### src/rtl/smbus_reg_slave.sv
module smbus_reg_slave #(
  parameter logic [6:0] DEV_ADDR = 7'h28,
  parameter int         DEPTH    = 16
) (
  input  logic clk,
  input  logic rst_n,
  input  logic bus_abort,
  input  logic scl_i,
  input  logic sda_i,
  output logic sda_oe
);
  localparam int IW = $clog2(DEPTH);

  typedef enum logic [2:0] {S_IDLE, S_ADDR, S_REG, S_WR, S_ACK, S_RD, S_RACK, S_WAIT} st_t;

  st_t        st, nxt;
  logic [1:0] scl_q, sda_q;
  logic       scl_p, sda_p;
  logic [7:0] sr, tx, ptr;
  logic [3:0] cnt;
  logic [7:0] regs [DEPTH];

  logic scl_s, sda_s, start_c, stop_c, scl_rise, scl_fall, in_wait;
  logic [IW-1:0] idx;

  assign scl_s    = scl_q[1];
  assign sda_s    = sda_q[1];
  assign start_c  = scl_s & scl_p & sda_p & ~sda_s;
  assign stop_c   = scl_s & scl_p & ~sda_p & sda_s;
  assign scl_rise = scl_s & ~scl_p;
  assign scl_fall = ~scl_s & scl_p;
  assign idx      = ptr[IW-1:0];
  assign in_wait  = (st == S_WAIT);

  always_ff @(posedge clk or negedge rst_n) begin
    if (!rst_n) begin
      scl_q  <= 2'b11;
      sda_q  <= 2'b11;
      scl_p  <= 1'b1;
      sda_p  <= 1'b1;
      st     <= S_IDLE;
      nxt    <= S_IDLE;
      sr     <= '0;
      tx     <= '0;
      ptr    <= '0;
      cnt    <= '0;
      sda_oe <= 1'b0;
      for (int i = 0; i < DEPTH; i++) regs[i] <= '0;
    end else begin
      scl_q <= {scl_q[0], scl_i};
      sda_q <= {sda_q[0], sda_i};
      scl_p <= scl_s;
      sda_p <= sda_s;
      if (bus_abort || stop_c) begin
        st     <= S_IDLE;
        sda_oe <= 1'b0;
      end else if (start_c) begin
        st     <= S_ADDR;
        cnt    <= '0;
        sda_oe <= 1'b0;
      end else begin
        case (st)
          S_ADDR, S_REG, S_WR: begin
            if (scl_rise) begin
              sr  <= {sr[6:0], sda_s};
              cnt <= cnt + 4'd1;
            end else if (scl_fall && cnt == 4'd8) begin
              cnt <= '0;
              case (st)
                S_ADDR: begin
                  if (sr[7:1] == DEV_ADDR) begin
                    sda_oe <= 1'b1;
                    st     <= S_ACK;
                    nxt    <= sr[0] ? S_RD : S_REG;
                  end else begin
                    st <= S_WAIT;
                  end
                end
                S_REG: begin
                  ptr    <= sr;
                  sda_oe <= 1'b1;
                  st     <= S_ACK;
                  nxt    <= S_WR;
                end
                default: begin
                  regs[idx] <= sr;
                  ptr       <= ptr + 8'd1;
                  sda_oe    <= 1'b1;
                  st        <= S_ACK;
                  nxt       <= S_WR;
                end
              endcase
            end
          end
          S_ACK: begin
            if (scl_fall) begin
              cnt <= '0;
              st  <= nxt;
              if (nxt == S_RD) begin
                tx     <= regs[idx];
                sda_oe <= ~regs[idx][7];
              end else begin
                sda_oe <= 1'b0;
              end
            end
          end
          S_RD: begin
            if (scl_fall) begin
              if (cnt == 4'd7) begin
                sda_oe <= 1'b0;
                ptr    <= ptr + 8'd1;
                st     <= S_RACK;
              end else begin
                tx     <= {tx[6:0], 1'b0};
                sda_oe <= ~tx[6];
                cnt    <= cnt + 4'd1;
              end
            end
          end
          S_RACK: begin
            if (scl_rise) begin
              if (sda_s) begin
                st <= S_WAIT;
              end else begin
                st  <= S_ACK;
                nxt <= S_RD;
              end
            end
          end
          default: ;
        endcase
      end
    end
  end
endmodule

### config.mk
export PLATFORM = sky130hd
export DESIGN_NAME = smbus_reg_slave
export DESIGN_NICKNAME = d
export VERILOG_FILES = /design/src/rtl/smbus_reg_slave.sv
export SDC_FILE = /design/constraint.sdc
export NUM_CORES = 1
export LEC_CHECK = 0
export ABC_AREA = 0
export BUFFER_PORTS_ARGS = -buffer_cell sky130_fd_sc_hd__buf_2
export CORE_ASPECT_RATIO = 0.75
export CORE_MARGIN = 2
export CORE_UTILIZATION = 50
export CTS_BUF_LIST = sky130_fd_sc_hd__clkbuf_8
export DETAILED_ROUTE_END_ITERATION = 7
export GPL_TIMING_DRIVEN = 0
export PLACE_DENSITY = 0.68
export SLEW_MARGIN = 20
export SYNTH_ARGS = -nofsm -noshare
export SYNTH_HDL_FRONTEND = slang
export SYNTH_SLANG_ARGS = --single-unit
### constraint.sdc
create_clock -name clk -period 2.3 [get_ports clk]
set_input_delay 0 -clock clk [delete_from_list [all_inputs] [get_ports clk]]
set_output_delay 0 -clock clk [all_outputs]
set_load 0.005 [all_outputs]
==> results.toml <==
[synthesis]
ys_seq_area_share_pct = 51.7
yosys.area_share.adder_pct = 0.945
syn_inst = 568
synthSimpleGateAreaFrac_pct = 8.98
synth_compound_area_share_pct = 6.30
synthFlopType = "dfrtp_1"
synth_edf_count = 0
synth_top_family_by_area = "multiplexers"
yosys_warnings = 0
synth_nets = 579
ys_seq_elements = 164
netlist_area_um2 = 7950
syn_area_per_cell_um2 = 14.0
synth_xor_area_share_pct = 0.110
synthArstFlopShare_pct = 100
ys_types = 53
synth_mux_area_share_pct = 29.5

[grt]
antenna_found_initial = 0
grt_use_total_pct = 24.3
gr-total-overflow = 0
grt_pass1_vias = 5015
grt_pass1_wl_mm = 29.9
grt_max_degree = 101

[floorplanning]
coreArea_um2 = 15400
num_rows = 39
die_y_um = 113
die_w_um = 150
dieArea_um2 = 16900
pin_count = 6
initial_core_util_pct = 51.7

[routing]
routed_via_density = 6.09
firstDrtPassIters = 4
dr_total_vias = 4984
drt-wirelength-per-cell_um = 23.2
drc = 0
antenna_left = 0
wl_mm = 19.0
drt_iter0_drc = 365

[sta]
drv_slew = 0
setup_viol = 0
clock.fmax_mhz = 436
hold_viol = 0
slew_headroom_pct = 53.2
fin_ws_ns = 0.00653
holdWs_ns = 0.0539
tightest_slew_ns = 0.702
fin_worst_skew_ns = 0.0123
rsz0062_at_grt = "yes"
period_share_pct = 99.7
fin_tns_setup_ns = 0
final.min_clock_period_ns = 2.29

[worst_setup_path]
critPathCaptureType = "flop"
r2r-start = "ptr[0]$_DFFE_PN0P_"
max_stage_delay_ns = 0.46
ff2ff_path_depth = 7
reg2reg_slack_ns = 0.007
path_delay_family = "compound AO/OA/AOI/OAI gates"
crit_slowest_cell = "dfrtp_2"
path_cells = "buf_6 > clkbuf_4 > mux2_2 > a31oi_1 > nand3_1 > a221oi_1 > o22ai_1"
r2r-end = "tx[6]$_DFFE_PN0P_"
criticalPathCategory = "reg2reg"
critPathLaunchType = "flop"
crit_arrival_ns = 2.64
path_buf_inv = 2
cp_max_fo = 10
required_ns = 2.65

[clock_tree]
cts-buffers-inserted = 17
clk_pin_slew_ns = 0.10
root_buffer = "clkbuf_8"
cts_tree = "yes"
cts_buffer_depth = 2
clock_latency_ns = 0.47
h-tree-depth = 4
clock-sinks = 164

[finish]
drive_above_1_share_pct = 44.0
final_util_pct = 57.7
antenna_cells = 0
layout.nets = 612
synthToLayoutAreaGrowth_pct = 11.7

[pwr]
p_clk_share_pct = 37.6
combPwrFrac_pct = 7.4
p_total_w = 0.00548
p_switching_w = 0.00157
ir_drop_mv = 0.417
leakagePower_nw = 4.05
p_sw_share_pct = 28.6
internal_power_w = 0.00392
power.density_nw_per_um2 = 618
seqPwrFrac_pct = 55.0

[place]
io_buffers = 5
dp_hpwl_mm = 13.3
post-place-ws_ns = -0.640
globalplace.congestion = 0.914

[worst_hold_path]
hp-class = "in2async"

[job]
maxCapViolCount = 0

[run_status]
status = "completed"
==> power groups by stage <==
| stage | clock network (W) | registers (W) | logic [W] |
|---|---|---|---|
| 2_1_floorplan | 0 | 0.00304 | 0.000239 |
| 3_3_place_gp | 0 | 0.00307 | 0.000371 |
| 3_5_place_dp | 0 | 0.00307 | 0.000393 |
| 4_1_cts | 0.00211 | 0.00301 | 0.000409 |
| 5_1_grt | 0.00224 | 0.00303 | 0.000444 |
| 6_report | 0.00206 | 0.00302 | 0.000406 |
==> metal layers <==
metal  share of wire (%)  track usage (%)  vias to the layer above
met1                  50             37.6                     2660
met4                 1.4             6.60                        0
met3                 4.5             4.96                       24
li1                    -                -                     2198
met5                   0                0                        -
met2                  45             34.8                      102
==> cells in the final DEF, fill, tap and decap left out, types with 3 or more instances in the layout <==
cell type      synthesis  routed
buf_4                  0       7
nand3_1               10      10
nor2_1                14      14
a21oi_1               19      18
inv_8                  0       6
buf_2                  2       4
a211oi_1               3       3
nand3_2                6       3
nor2b_1                8       6
dfstp_2                6       6
mux2_2               137     137
inv_6                  0       5
dfrtp_1              158     157
mux4_2                29      29
a221oi_1               4       4
inv_1                  8       8
nand3b_1               3       3
clkbuf_1              29      16
ha_2                   0       3
nor3_1                 6       5
mux2_4                 8       8
nand2b_1               7       6
o21ai_0               18      18
a31oi_1                8       8
clkbuf_8               0      17
buf_1                  4       3
o31ai_1                3       3
nand3_4               10      13
buf_12                 1       3
dlygate4sd3_1          0       4
a22oi_1                7       7
clkbuf_2               1       8
ha_1                   6       3
nand2_1               17      17
==> through the flow <==
step / instances / area [um2]
after floorplan: 568 / 7950
after global placement: 778 / 8230
after detailed placement: 779 / 8270
after CTS: 817 / 8770
after global routing: 819 / 8870
final: 819 / 8870
==> flip-flops by register name, summed over array words and instances (netlist names) <==
name,count
cnt,4
regs,128
sda_p,1
scl_p,1
nxt,3
st,3
tx,7
scl_q,2
sr,8
sda_q,2
sda_oe,1
ptr,4
==> cell type report <==
class | instances | area, um2
Clock buffer | 17 | 234
Tap cell | 205 | 256
Sequential cell | 164 | 4110
Inverter | 8 | 30.0
Multi-Input combinational cell | 359 | 3710
Buffer | 34 | 180
Clock inverter | 15 | 151
Timing Repair Buffer | 17 | 198
Fill cell | 1255 | 6500
==> kinds of logic (layout without fill, tap and decap cells) <==
kind of cell	Yosys count	count (layout)
mux	177	177
compound gates	76	76
flops	164	164
xor+xnor	1	1
buf+inv	45	91
simple gates	99	99
fa+ha+maj	6	6
==> worst max path at each step <==
| stage | start | end | depth (start not counted) |
|---|---|---|---|
| final | ptr[0]$_DFFE_PN0P_ | tx[6]$_DFFE_PN0P_ | 7 |
| after global routing | ptr[0]$_DFFE_PN0P_ | tx[3]$_DFFE_PN0P_ | 7 |
| after CTS | ptr[0]$_DFFE_PN0P_ | tx[6]$_DFFE_PN0P_ | 7 |
| after detailed placement | ptr[0]$_DFFE_PN0P_ | tx[6]$_DFFE_PN0P_ | 7 |
| after global placement | rst_n | regs[53]$_DFFE_PN0P_ | 1 |
| after floorplan | sda_q[1]$_DFF_PN1_ | regs[80]$_DFFE_PN0P_ | 6 |
==> synthesized netlist by cell type, types with 3 or more instances <==
| library cell | number | share of area, % |
|---|---|---|
| a211oi_1 | 3 | 0.28 |
| nand3_1 | 10 | 0.63 |
| nor3_1 | 6 | 0.38 |
| nand2b_1 | 7 | 0.55 |
| dfrtp_1 | 158 | 50 |
| buf_1 | 4 | 0.19 |
| nor2b_1 | 8 | 0.63 |
| nand2_1 | 17 | 0.80 |
| o21ai_0 | 18 | 1.1 |
| nand3_2 | 6 | 0.76 |
| mux2_2 | 137 | 19 |
| nand3_4 | 10 | 2.2 |
| o31ai_1 | 3 | 0.28 |
| inv_1 | 8 | 0.38 |
| mux4_2 | 29 | 8.2 |
| nand3b_1 | 3 | 0.28 |
| mux2_4 | 8 | 1.5 |
| nor2_1 | 14 | 0.66 |
| a221oi_1 | 4 | 0.44 |
| ha_1 | 6 | 0.94 |
| a21oi_1 | 19 | 1.2 |
| a31oi_1 | 8 | 0.63 |
| dfstp_2 | 6 | 2.0 |
| clkbuf_1 | 29 | 1.4 |
| a22oi_1 | 7 | 0.66 |
==> timing repair <==
action	in CTS	in global routing
pin swaps	1	0
gates cloned	0	1
buffers inserted	2	4
hold buffers	4	0
endpoints found under the setup margin	141	103
gates resized for setup	22	20
hold endpoints to repair	164	0
No activity file was read; power rests on OpenSTA's default activity.
